[config.mk]
export PLATFORM = sky130hd
export DESIGN_NAME = phy_mgmt_seq
export DESIGN_NICKNAME = d
export VERILOG_FILES = /design/src/rtl/phy_seq_pkg.sv /design/src/rtl/phy_presence.sv /design/src/rtl/phy_ctrl_fixup.sv /design/src/rtl/phy_duplex_resolve.sv /design/src/rtl/phy_mgmt_seq.sv
export SDC_FILE = /design/constraint.sdc
export NUM_CORES = 1
export LEC_CHECK = 0
export BUFFER_PORTS_ARGS = -buffer_cell sky130_fd_sc_hd__buf_4
export CAP_MARGIN = 20
export CORE_MARGIN = 1
export CORE_UTILIZATION = 49
export CTS_CLUSTER_DIAMETER = 80
export DETAILED_ROUTE_END_ITERATION = 10
export PLACE_DENSITY = 0.82
export RECOVER_POWER = 50
export SYNTH_ARGS = -nofsm -noshare
export SYNTH_HDL_FRONTEND = slang
export SYNTH_SLANG_ARGS = --single-unit
[constraint.sdc]
create_clock -name clk -period 2.41 [get_ports clk]
set_clock_uncertainty 0.2 [all_clocks]
set_input_delay 0 -clock clk [delete_from_list [all_inputs] [get_ports clk]]
set_output_delay 0 -clock clk [all_outputs]
set_load 0.05 [all_outputs]
[src/rtl/phy_seq_pkg.sv]
package phy_seq_pkg;

    localparam logic [4:0] REG_CTRL = 5'd0;
    localparam logic [4:0] REG_STAT = 5'd1;
    localparam logic [4:0] REG_ADV  = 5'd4;
    localparam logic [4:0] REG_LPA  = 5'd5;

    localparam logic [15:0] ABIL_MASK   = 16'h01E0;
    localparam logic [15:0] CTRL_AN_EN  = 16'h1000;
    localparam logic [15:0] CTRL_AN_RST = 16'h0200;
    localparam logic [15:0] CTRL_FDX    = 16'h0100;
    localparam logic [15:0] CTRL_SPD100 = 16'h2000;
    localparam logic [15:0] CTRL_FORCE_CLR = 16'h7D80;

    typedef enum logic [3:0] {
        ST_IDLE,
        ST_SCAN_STAT,
        ST_SCAN_CTRL,
        ST_SCAN_ADV,
        ST_SCAN_WADV,
        ST_SCAN_WCTRL,
        ST_CHK_STAT1,
        ST_CHK_STAT2,
        ST_CHK_LPA
    } seq_st_e;

    typedef struct packed {
        logic        v;
        logic        w;
        logic [4:0]  phy;
        logic [4:0]  rg;
        logic [15:0] wd;
    } mreq_t;

    function automatic mreq_t mk_req(input logic w, input logic [4:0] phy,
                                     input logic [4:0] rg, input logic [15:0] wd);
        mreq_t r;
        r.v = 1'b1;
        r.w = w;
        r.phy = phy;
        r.rg = rg;
        r.wd = wd;
        return r;
    endfunction

endpackage

[src/rtl/phy_presence.sv]
module phy_presence (
    input  logic [15:0] stat,
    output logic        present
);
    always_comb begin
        present = ((stat & 16'h8301) == 16'h8001) ||
                  (!stat[15] && (stat[14:11] != 4'd0));
    end
endmodule

[src/rtl/phy_ctrl_fixup.sv]
module phy_ctrl_fixup
    import phy_seq_pkg::*;
(
    input  logic [15:0] stat,
    input  logic [15:0] adv_rd,
    input  logic [15:0] ctrl,
    input  logic        autoneg,
    input  logic        force_fd,
    input  logic        force_100,
    output logic        adv_fix,
    output logic [15:0] adv_eff,
    output logic [15:0] ctrl_new
);
    logic [15:0] an_val;

    always_comb begin
        adv_fix = (adv_rd & ABIL_MASK) == 16'h0000;
        adv_eff = adv_fix ? (((stat >> 6) & 16'h03E0) | 16'h0001) : adv_rd;

        an_val = ctrl | CTRL_AN_EN;
        if (autoneg) begin
            ctrl_new = (an_val != ctrl) ? (an_val | CTRL_AN_RST) : an_val;
        end else begin
            ctrl_new = ctrl & ~CTRL_FORCE_CLR;
            if (force_fd)  ctrl_new = ctrl_new | CTRL_FDX;
            if (force_100) ctrl_new = ctrl_new | CTRL_SPD100;
        end
    end
endmodule

[src/rtl/phy_duplex_resolve.sv]
module phy_duplex_resolve (
    input  logic [15:0] lpa,
    input  logic [15:0] adv,
    input  logic        fd_lock,
    output logic        fd,
    output logic        thr
);
    logic [15:0] neg;

    always_comb begin
        neg = lpa & adv;
        if (neg[8])      fd = 1'b1;
        else if (neg[7]) fd = 1'b0;
        else if (neg[6]) fd = 1'b1;
        else             fd = 1'b0;
        if (fd_lock) fd = 1'b1;
        thr = !(neg[8] || neg[7]);
    end
endmodule

[src/rtl/phy_mgmt_seq.sv]
module phy_mgmt_seq
    import phy_seq_pkg::*;
#(
    parameter int MAX_PHYS = 4,
    localparam int CW = $clog2(MAX_PHYS + 1)
) (
    input  logic                  clk,
    input  logic                  rst_n,
    input  logic                  scan_start,
    input  logic                  check_start,
    input  logic                  cfg_autoneg,
    input  logic                  cfg_force_fd,
    input  logic                  cfg_force_100,
    input  logic                  cfg_fd_lock,
    output logic                  mreq_valid,
    output logic                  mreq_write,
    output logic [4:0]            mreq_phy,
    output logic [4:0]            mreq_reg,
    output logic [15:0]           mreq_wdata,
    input  logic                  mrsp_valid,
    input  logic [15:0]           mrsp_rdata,
    output logic                  busy,
    output logic                  done,
    output logic [CW-1:0]         phy_count,
    output logic [5*MAX_PHYS-1:0] phy_addrs,
    output logic                  link_up,
    output logic                  full_duplex,
    output logic                  tx_threshold,
    output logic                  rxtx_restart
);

    typedef struct packed {
        seq_st_e                      st;
        logic [5:0]                   iter;
        logic [CW-1:0]                count;
        logic [MAX_PHYS-1:0][4:0]     addrs;
        logic [15:0]                  stat;
        logic [15:0]                  ctrl;
        logic [15:0]                  adv_cur;
        logic [15:0]                  adv0;
        mreq_t                        req;
        logic                         link;
        logic                         fd;
        logic                         thr;
        logic                         restart;
        logic                         done;
    } seq_state_t;

    seq_state_t q, d;

    logic        present;
    logic        adv_fix;
    logic [15:0] adv_eff;
    logic [15:0] ctrl_new;
    logic        res_fd;
    logic        res_thr;
    logic [4:0]  cur_phy;

    assign cur_phy = q.iter[4:0];

    phy_presence u_presence (
        .stat    (mrsp_rdata),
        .present (present)
    );

    phy_ctrl_fixup u_fixup (
        .stat      (q.stat),
        .adv_rd    (mrsp_rdata),
        .ctrl      (q.ctrl),
        .autoneg   (cfg_autoneg),
        .force_fd  (cfg_force_fd),
        .force_100 (cfg_force_100),
        .adv_fix   (adv_fix),
        .adv_eff   (adv_eff),
        .ctrl_new  (ctrl_new)
    );

    phy_duplex_resolve u_resolve (
        .lpa     (mrsp_rdata),
        .adv     (q.adv0),
        .fd_lock (cfg_fd_lock),
        .fd      (res_fd),
        .thr     (res_thr)
    );

    logic        do_ctrl;
    logic        do_record;
    logic        step_addr;
    logic [15:0] rec_adv;

    always_comb begin
        d = q;
        d.restart = 1'b0;
        d.done = 1'b0;
        do_ctrl = 1'b0;
        do_record = 1'b0;
        step_addr = 1'b0;
        rec_adv = q.adv_cur;
        if (q.req.v && mrsp_valid) d.req.v = 1'b0;

        case (q.st)
            ST_IDLE: begin
                if (scan_start) begin
                    d.count = '0;
                    d.iter = 6'd1;
                    d.req = mk_req(1'b0, 5'd1, REG_STAT, 16'h0);
                    d.st = ST_SCAN_STAT;
                end else if (check_start) begin
                    if (q.count == '0) begin
                        d.link = 1'b0;
                        d.done = 1'b1;
                    end else begin
                        d.req = mk_req(1'b0, q.addrs[0], REG_STAT, 16'h0);
                        d.st = ST_CHK_STAT1;
                    end
                end
            end
            ST_SCAN_STAT: if (mrsp_valid) begin
                if (present) begin
                    d.stat = mrsp_rdata;
                    d.req = mk_req(1'b0, cur_phy, REG_CTRL, 16'h0);
                    d.st = ST_SCAN_CTRL;
                end else begin
                    step_addr = 1'b1;
                end
            end
            ST_SCAN_CTRL: if (mrsp_valid) begin
                d.ctrl = mrsp_rdata;
                d.req = mk_req(1'b0, cur_phy, REG_ADV, 16'h0);
                d.st = ST_SCAN_ADV;
            end
            ST_SCAN_ADV: if (mrsp_valid) begin
                d.adv_cur = adv_eff;
                rec_adv = adv_eff;
                if (adv_fix) begin
                    d.req = mk_req(1'b1, cur_phy, REG_ADV, adv_eff);
                    d.st = ST_SCAN_WADV;
                end else begin
                    do_ctrl = 1'b1;
                end
            end
            ST_SCAN_WADV:  if (mrsp_valid) do_ctrl = 1'b1;
            ST_SCAN_WCTRL: if (mrsp_valid) do_record = 1'b1;
            ST_CHK_STAT1, ST_CHK_STAT2: if (mrsp_valid) begin
                if (mrsp_rdata[2]) begin
                    d.req = mk_req(1'b0, q.addrs[0], REG_LPA, 16'h0);
                    d.st = ST_CHK_LPA;
                end else if (q.st == ST_CHK_STAT1) begin
                    d.req = mk_req(1'b0, q.addrs[0], REG_STAT, 16'h0);
                    d.st = ST_CHK_STAT2;
                end else begin
                    d.link = 1'b0;
                    d.done = 1'b1;
                    d.st = ST_IDLE;
                end
            end
            ST_CHK_LPA: if (mrsp_valid) begin
                d.link = 1'b1;
                if (res_fd != q.fd || res_thr != q.thr) begin
                    d.fd = res_fd;
                    d.thr = res_thr;
                    d.restart = 1'b1;
                end
                d.done = 1'b1;
                d.st = ST_IDLE;
            end
            default: d.st = ST_IDLE;
        endcase

        if (do_ctrl) begin
            if (ctrl_new != q.ctrl) begin
                d.req = mk_req(1'b1, cur_phy, REG_CTRL, ctrl_new);
                d.st = ST_SCAN_WCTRL;
            end else begin
                do_record = 1'b1;
            end
        end

        if (do_record) begin
            for (int i = 0; i < MAX_PHYS; i++) begin
                if (q.count == CW'(i)) d.addrs[i] = cur_phy;
            end
            if (q.count == '0) d.adv0 = rec_adv;
            d.count = q.count + 1'b1;
            step_addr = 1'b1;
        end

        if (step_addr) begin
            if (d.count == CW'(MAX_PHYS) || q.iter == 6'd32) begin
                d.st = ST_IDLE;
                d.done = 1'b1;
            end else begin
                d.iter = q.iter + 6'd1;
                d.req = mk_req(1'b0, d.iter[4:0], REG_STAT, 16'h0);
                d.st = ST_SCAN_STAT;
            end
        end
    end

    always_ff @(posedge clk) begin
        if (!rst_n) begin
            q <= '0;
            q.st <= ST_IDLE;
        end else begin
            q <= d;
        end
    end

    assign mreq_valid   = q.req.v;
    assign mreq_write   = q.req.w;
    assign mreq_phy     = q.req.phy;
    assign mreq_reg     = q.req.rg;
    assign mreq_wdata   = q.req.wd;
    assign busy         = (q.st != ST_IDLE);
    assign done         = q.done;
    assign phy_count    = q.count;
    assign phy_addrs    = q.addrs;
    assign link_up      = q.link;
    assign full_duplex  = q.fd;
    assign tx_threshold = q.thr;
    assign rxtx_restart = q.restart;

endmodule

==> qor.csv, run 1 <==
stage,metric,value,unit
status,status,completed,
die,Initial Utilization,0.514,
timing,Period minus WS final,2340,ps
drt,DRT iter0 DRCs,354,
synthesis,Cells after Synth,578,
drt,post-route ant nets,0,
setup_path,R2R cell count,9,
final_layout,"commonest non-fill, non-tap cell in the layout",dfxtp_1,
die,Die Wd,101,µm
power_and_ir_drop,PwrDens,541,mW/mm²
clocking,H-tree lvl count,3,
drt,DRC,0,
worst_hold_path,HP Start,mrsp_rdata[3],
synthesis,count of cell types in the netlist,71,
final_layout,max FFs per register,32,
place,I/O Buffers,81,
die,Die H,101,µm
timing,Final period util,0.971,
setup_path,kind of end point of the critical path,register,
clocking,CTS sink cnt,93,
setup_path,crit path from,mrsp_rdata[12],
final_layout,Multi-input gate area,0.00242,mm²
place,Place WS,19.4,ps
clocking,CTS Buf Count,9,
final_layout,Sequential cell area,0.00187,mm²
final_layout,diode count,0,
synthesis,"FFs w/ async S/R, synth",0,
die,die area,0.0102,mm²
clocking,clock latency at the later pin of the worst-skew pair,360,ps
setup_path,r2r startpoint,phy_count[1],
power_and_ir_drop,Lkg Pwr,2.21,nW
setup_path,Worst path depth,10,
timing,final hold violation count,0,
drt,via-per-instance ratio,5.60,
setup_path,worst-path fanout max,5,
clocking,clk root buf,clkbuf_8,
grt,initial antenna violation count,0,
timing,Slew Limit Headroom,0.584,
final_layout,"Area growth, synth to finish",20.4,%
power_and_ir_drop,"IR drop worst, VDD",345,µV
timing,worst slew pin tran,627,ps
grt,vias in the first global route,4155,
worst_hold_path,Worst Hold Class,in2reg,
setup_path,Buf/Inv on CP,3,
clocking,clk buf depth,2,
grt,largest net degree at the start of global routing,23,
die,Rows,35,
place,Placed Area,0.00546,mm²
setup_path,Worst EP required,2460,ps
final_layout,Final Util,0.619,
synthesis,Post-synth EDFFs,0,
final_layout,most frequent cells in the layout,"dfxtp_1 (90), buf_4 (81), nand2_1 (75)",
timing,Slew Limit Fails,0,
timing,Final Setup Violations,0,
synthesis,ys flop type,dfxtp_1,
timing,setup TNS,0,ps
synthesis,post-synthesis register bit count,93,
setup_path,CP Cell Sequence,dlygate4sd3_1 > buf_4 > nor4_4 > o21ai_1 > nor4_4 > a22oi_4 > buf_12 > and2_4 > o21a_1 > o21a_1,
final_layout,nets@finish,702,
drt,wire per inst,16.9,µm
place,routability cong.,0.909,
final_layout,Reg with most FFs,q,
synthesis,Synth Net Count,610,
drt,Vias,4494,
timing,setup ws final,69.7,ps
setup_path,Worst Path Arrival,2390,ps
setup_path,Critical-path top delay cell,dlygate4sd3_1,
setup_path,crit path kind,in2reg,
drt,WL final,13600,µm
setup_path,Worst setup SP type,input pin,
flow_run,Max-Cap Viols,0,
final_layout,fillers,871,
synthesis,YS warnings,0,
die,Core Box Area,0.00937,mm²
worst_hold_path,hold path depth,4,
timing,Worst Hold Margin,233,ps
clocking,clk slew on worst S/H paths,90,ps
clocking,CTS tree,built,
setup_path,Critical Path Max Stage Delay,550,ps
grt,global-route wire length before repair,21100,µm
synthesis,Mapped Area,0.00482,mm²
synthesis,"Seq/Total Area, Yosys",0.387,
grt,Total GRT Usage,0.267,
synthesis,Syn Area/Cell,8.33,µm²
grt,grt ovf,0,
drt,DRT Pass-1 Iters,5,
place,DPL Wire Length,9650,µm
timing,Fmax achieved,0.427,GHz
setup_path,Top delay family on crit path,buffers and inverters,
final_layout,design area,0.00580,mm²
final_layout,proportion of layout cells with a drive suffix above 1,0.197,
die,I/O pins,82,
## tightest hold or removal path: stages
cell	delay, ps
dlygate4sd3_1	520
buf_4	100
nand2_1	40
a21oi_1	100
## worst paths after layout
check	endpoint	slack [ps]
max reg2reg	cur_phy[2]	90
max	cur_phy[2]	70
min	q[68]	230
min reg2reg	phy_addrs[15]	260
## cells by family (layout without fill, tap and decap cells)
group	count (synthesis)	after routing	synth area share
fa+ha+maj	7	7	0.0182
buf+inv	97	192	0.126
compound gates	150	151	0.205
xor+xnor	4	4	0.00727
flops	93	93	0.387
simple gates	214	214	0.230
mux	13	13	0.0270
## power breakdown
group	internal [W]	switching [W]	total, W
clock network	0.000432	0.000561	0.000993
logic	0.000232	0.000324	0.000556
registers	0.00156	0.0000250	0.00159
## layout make-up
class,count,area share
multi-input combinational,389,0.417
sequential,93,0.322
timing repair buffer,162,0.192
tap,129,0.0278
clock buffer,11,0.0261
inverter,15,0.00971
clock inverter,4,0.00561
## Yosys cell counts (3+ instances only)
library cell  number  area, µm²
nand2_2            3       18.8
o21ai_1            5       25.0
nor2_2             3       18.8
buf_4             51        383
nand2b_1           6       37.5
a211oi_1           3       22.5
and3_1             6       37.5
inv_1             15       56.3
nand3_1           20        100
a21oi_1           66        330
nor2_1            47        176
o21a_1             6       45.0
nor4_1             5       31.3
xnor2_1            4       35.0
nor2b_1            6       37.5
dfxtp_1           93       1860
mux2i_1           13        130
a22oi_1           12       90.1
nor4b_1            3       26.3
nand2_1           75        282
ha_1               7       87.6
buf_2              6       30.0
clkbuf_1          19       71.3
nor3_1             8       40.0
and2_1             7       43.8
buf_6              6       67.6
a22o_1             4       35.0
o211ai_1           3       22.5
o21ai_0           23        115
a221oi_1           4       35.0
## stage by stage
stage / power, W / cells
final: 0.00314 / 803
after global routing: 0.00325 / 803
after CTS: 0.00312 / 798
after detailed placement: 0.00212 / 759
after global placement: 0.00211 / 759
after floorplan: 0.00193 / 578
## per-layer routing
| metal | wire, µm | track usage | vias up |
|---|---|---|---|
| met2 | 6420 | 0.445 | 184 |
| met4 | 227 | 0.0713 | 0 |
| met5 | 0 | 0 | - |
| met1 | 5960 | 0.359 | 2133 |
| li1 | - | - | 2156 |
| met3 | 1000 | 0.0428 | 21 |
## repair_timing
item                                   4_1_cts  5_1_grt
resized for setup                            0       15
endpoints found under the hold margin       57        0
buffers inserted                             0        4
setup endpoints to repair                    0       33
hold buffers                                24        0
Power figures use the tool's default switching activity.
==> run 2: changes to the inputs <==
--- a/config.mk
+++ b/config.mk
@@ -7,6 +7,7 @@
 export LEC_CHECK = 0
 export BUFFER_PORTS_ARGS = -buffer_cell sky130_fd_sc_hd__buf_4
 export CAP_MARGIN = 20
+export CORE_ASPECT_RATIO = 1.4
 export CORE_MARGIN = 1
 export CORE_UTILIZATION = 49
 export CTS_CLUSTER_DIAMETER = 80
==> run 2 against run 1 <==
Effect of this change: utilization shrank 0.17 points; critical path depth shrank 1; global-route usage grew 1.8 points; setup slack lost 6.8 ps; non-clock buffer count shrank 3; wire length grew 4.7%; fmax shrank 0.29%; cell area grew 1.2%; die area is essentially flat; power grew 15%; hold slack lost 210 ps; largest cell class unchanged.
==> qor.csv, run 2 (synthesis results as in run 1) <==
stage,metric,value,unit
status,status,completed,
timing,Final Setup Violations,0,
power_and_ir_drop,Lkg Pwr,2.23,nW
timing,Slew Limit Headroom,0.580,
grt,largest net degree at the start of global routing,22,
grt,vias in the first global route,4555,
power_and_ir_drop,overall power,0.00361,W
timing,Fmax achieved,0.426,GHz
setup_path,Top delay family on crit path,simple AND/OR/NAND/NOR gates,
setup_path,Worst EP required,2450,ps
clocking,CTS Buf Count,9,
drt,WL final,14300,µm
clocking,H-tree lvl count,3,
drt,DRC,0,
setup_path,register-to-register setup slack,100,ps
setup_path,Worst Path Arrival,2390,ps
drt,DRT iter0 DRCs,366,
drt,DRT Pass-1 Iters,5,
setup_path,crit path kind,in2reg,
timing,setup ws final,62.9,ps
final_layout,Reg with most FFs,q,
die,I/O pins,82,
setup_path,Worst setup SP type,input pin,
grt,Total GRT Usage,0.285,
power_and_ir_drop,PwrDens,615,mW/mm²
place,DPL Wire Length,9690,µm
place,routability cong.,0.888,
final_layout,most frequent cells in the layout,"dfxtp_1 (89), nand2_1 (74), buf_4 (74)",
power_and_ir_drop,"IR drop worst, VDD",383,µV
die,Die H,119,µm
final_layout,nets@finish,699,
setup_path,worst-path fanout max,7,
clocking,clk slew on worst S/H paths,60,ps
setup_path,crit path from,mrsp_rdata[7],
drt,via-per-instance ratio,5.71,
clocking,CTS sink cnt,93,
setup_path,Critical Path Max Stage Delay,540,ps
setup_path,RR Endpoint,rxtx_restart,
flow_run,Max-Cap Viols,0,
worst_hold_path,Hold Path Sink,q[55],
grt,grt ovf,0,
final_layout,final cell count without fillers,804,
timing,final hold violation count,0,
setup_path,R2R cell count,7,
timing,Period minus WS final,2350,ps
setup_path,Buf/Inv on CP,3,
final_layout,"Area growth, synth to finish",21.8,%
worst_hold_path,hold path depth,4,
timing,Final period util,0.974,
grt,initial antenna violation count,0,
setup_path,CP Cell Sequence,dlygate4sd3_1 > buf_4 > or4_4 > a32oi_4 > nor4_4 > buf_4 > nor4_2 > o21ai_0 > and2_1,
final_layout,fillers,849,
final_layout,max FFs per register,32,
place,Place WS,-36.4,ps
die,Initial Utilization,0.506,
setup_path,kind of end point of the critical path,register,
place,I/O Buffers,81,
die,Die Wd,85.8,µm
clocking,clk buf depth,2,
drt,wire per inst,17.7,µm
worst_hold_path,HP Start,mrsp_rdata[6],
setup_path,CP dominant cell by count,buf_4,
final_layout,proportion of layout cells with a drive suffix above 1,0.188,
die,Rows,42,
setup_path,r2r startpoint,q[128],
timing,Slew Limit Fails,0,
final_layout,design area,0.00587,mm²
final_layout,"commonest non-fill, non-tap cell in the layout",dfxtp_1,
die,Core Box Area,0.00951,mm²
clocking,CTS tree,built,
setup_path,Critical-path top delay cell,dlygate4sd3_1,
clocking,clock latency at the later pin of the worst-skew pair,350,ps
place,Placed Area,0.00540,mm²
die,die area,0.0102,mm²
clocking,clk root buf,clkbuf_16,
place,Placed Instances,757,
worst_hold_path,Worst Hold Class,in2reg,
drt,post-route ant nets,0,
final_layout,diode count,0,
timing,worst slew pin tran,633,ps
final_layout,Final Util,0.617,
drt,Vias,4594,
grt,global-route wire length before repair,22400,µm
## run 2: layout make-up
type	count	area, µm²	share of cell area
timing repair buffer	159	1050	0.179
clock buffer	12	256	0.0437
inverter	15	56.3	0.00960
clock inverter	4	55.1	0.00938
sequential	93	1870	0.319
tap	132	165	0.0282
multi-input combinational	389	2410	0.411
## run 2: how the worst max path moves through the flow
stage | to | cells past startpoint
after detailed placement | mreq_wdata[10] | 8
after CTS | mreq_wdata[8] | 7
after global placement | cur_phy[2] | 7
after floorplan | mreq_reg[1] | 10
after global routing | mreq_write | 10
final | q[126] | 9
## run 2: what timing repair did
item                                    4_1_cts  5_1_grt
pin swaps                                     1        1
hold buffers                                 28        0
setup buffers                                 2        0
gates resized for setup                       2       15
endpoints found under the setup margin       22       34
gates cloned                                  0        1
hold endpoints to repair                     51        0
## run 2: tightest hold or removal path, cell delays in order
cell	delay (ps)
buf_4	140
nor2_1	100
o21ai_0	110
and2_0	170
## run 2: layer usage
layer,global-route usage,vias up,routed length (µm)
li1,-,2160,-
met2,0.498,187,7380
met1,0.324,2198,5640
met4,0.176,0,594
met5,0,-,0
met3,0.0367,49,644
## run 2: power breakdown
group | switching (W) | total [W] | internal [W]
Sequential | 0.0000276 | 0.00159 | 0.00156
Combinational | 0.000328 | 0.000550 | 0.000222
Clock | 0.000604 | 0.00147 | 0.000866
Total | 0.000959 | 0.00361 | 0.00265
## run 2: metrics by stage
step / hold slack, ps / setup TNS, ps
6_report: 23.4 / 0
5_1_grt: 90.4 / -1.88
2_1_floorplan: -64.0 / 0
3_3_place_gp: 49.6 / -6.33
4_1_cts: 7.09 / 0
3_5_place_dp: 65.0 / -259
==> run 3: changes to the inputs <==
==> constraint.sdc (replaced) <==
create_clock -name clk -period 2.5 [get_ports clk]
set_clock_uncertainty 0.2 [all_clocks]
set_input_delay 0 -clock clk [delete_from_list [all_inputs] [get_ports clk]]
set_output_delay 0 -clock clk [all_outputs]
set_load 0.05 [all_outputs]
==> run 3 against run 2 <==
Effect of this change: combinational power is 7.6% lower; first-iteration DRC count shrank 11%; hold slack better by 230 ps; critical path depth down 2; via count decreased by 1.1%; register-to-register slack lost 30 ps; wire length down 3.6%; die area is the same; sequential power decreased by 4%; global-route usage decreased by 1.1 points; critical path type is now reg2reg; highest routed layer unchanged.
==> qor.csv, run 3 (synthesis results as in run 1) <==
stage,metric,value,unit
place,I/O Buffers,81,
die,die area,0.0102,mm²
final_layout,"commonest non-fill, non-tap cell in the layout",dfxtp_1,
grt,largest net degree at the start of global routing,58,
timing,Fmax achieved,0.411,GHz
place,Place WS,55.3,ps
setup_path,Worst EP required,2560,ps
worst_hold_path,Worst Hold Class,reg2reg,
timing,final hold violation count,0,
final_layout,Reg with most FFs,q,
clocking,CTS sink cnt,93,
grt,vias in the first global route,4408,
die,I/O pins,82,
flow_run,Max-Cap Viols,0,
die,Rows,42,
place,DPL Wire Length,9640,µm
clocking,clk buf depth,2,
setup_path,kind of end point of the critical path,register,
setup_path,crit path kind,reg2reg,
die,Core Box Area,0.00951,mm²
drt,via-per-instance ratio,5.74,
clocking,CTS Buf Count,9,
clocking,H-tree lvl count,3,
drt,DRC,0,
drt,DRT Pass-1 Iters,6,
final_layout,"Area growth, synth to finish",20.1,%
clocking,clk root buf,clkbuf_16,
worst_hold_path,hold path depth,2,
final_layout,max FFs per register,32,
drt,wire per inst,17.4,µm
die,Die H,119,µm
drt,WL final,13700,µm
drt,post-route ant nets,0,
drt,Vias,4543,
place,routability cong.,0.893,
power_and_ir_drop,PwrDens,630,mW/mm²
final_layout,diode count,0,
final_layout,nets@finish,686,
power_and_ir_drop,"IR drop worst, VDD",405,µV
setup_path,Worst Path Arrival,2500,ps
clocking,clock latency at the later pin of the worst-skew pair,340,ps
setup_path,Worst setup SP type,register,
timing,Final Setup Violations,0,
die,Die Wd,85.8,µm
grt,global-route wire length before repair,21600,µm
status,status,completed,
grt,initial antenna violation count,0,
die,Initial Utilization,0.506,
timing,setup ws final,66.3,ps
setup_path,R2R cell count,7,
timing,Slew Limit Fails,0,
timing,Slew Limit Headroom,0.573,
power_and_ir_drop,Lkg Pwr,2.19,nW
timing,Worst Hold Margin,257,ps
setup_path,worst-path fanout max,8,
timing,Period minus WS final,2430,ps
grt,Total GRT Usage,0.274,
final_layout,proportion of layout cells with a drive suffix above 1,0.170,
timing,Final period util,0.973,
drt,DRT iter0 DRCs,324,
final_layout,most frequent cells in the layout,"dfxtp_1 (91), nand2_1 (75), a21oi_1 (65)",
clocking,clk slew on worst S/H paths,60,ps
timing,worst slew pin tran,644,ps
grt,grt ovf,0,
clocking,CTS tree,built,
-- run 3: where the power goes --
part           switching [W]  leakage, nW  internal (W)
registers          0.0000236        0.752       0.00151
clock network       0.000593        0.174       0.00101
logic               0.000311         1.27      0.000196
total               0.000928         2.19       0.00272
-- run 3: metrics by stage --
step | power (W) | instances | util | TNS, ps | cell area [µm²]
after detailed placement | 0.00202 | 746 | 0.559 | 0 | 5320
final | 0.00364 | 791 | 0.608 | 0 | 5780
after global routing | 0.00376 | 791 | 0.608 | -55.4 | 5780
after global placement | 0.00202 | 746 | 0.559 | 0 | 5320
after floorplan | 0.00186 | 578 | - | 0 | 4820
after CTS | 0.00364 | 786 | 0.621 | 0 | 5910
-- run 3: final timing paths --
path                                    start            end  slack (ps)
worst max-delay path                   q[128]     cur_phy[3]          70
worst min-delay path            phy_addrs[13]  phy_addrs[13]         260
worst max register to register         q[128]     cur_phy[3]          70
worst min register to register  phy_addrs[13]  phy_addrs[13]         260
-- run 3: area by class of cell --
class	instances	area, µm²
clock buffers	10	239
clock inverters	6	116
fillers	862	3730
inverters	15	56.3
multi-input cells	388	2390
flip-flops and latches	93	1860
well taps	132	165
repair buffers	147	951
-- run 3: critical path, cell delays in order, from the launching register on --
cell and delay (ps):
dfxtp_1 470, nand2_1 200, o31ai_4 310, o221a_1 320
a22oi_4 140, buf_4 170, or3b_1 380, a21oi_1 150
-- run 3: what timing repair did --
action | CTS | global route
setup buffers | 0 | 5
endpoints found under the hold margin | 43 | 0
hold buffers | 24 | 0
endpoints found under the setup margin | 0 | 35
resized for setup | 0 | 10
-- run 3: routing by layer --
metal	vias up	routed length [µm]	GRT usage
li1	2130	-	-
met1	2164	5390	0.304
met2	199	7040	0.496
met3	50	694	0.0381
met4	0	620	0.145
met5	-	0	0
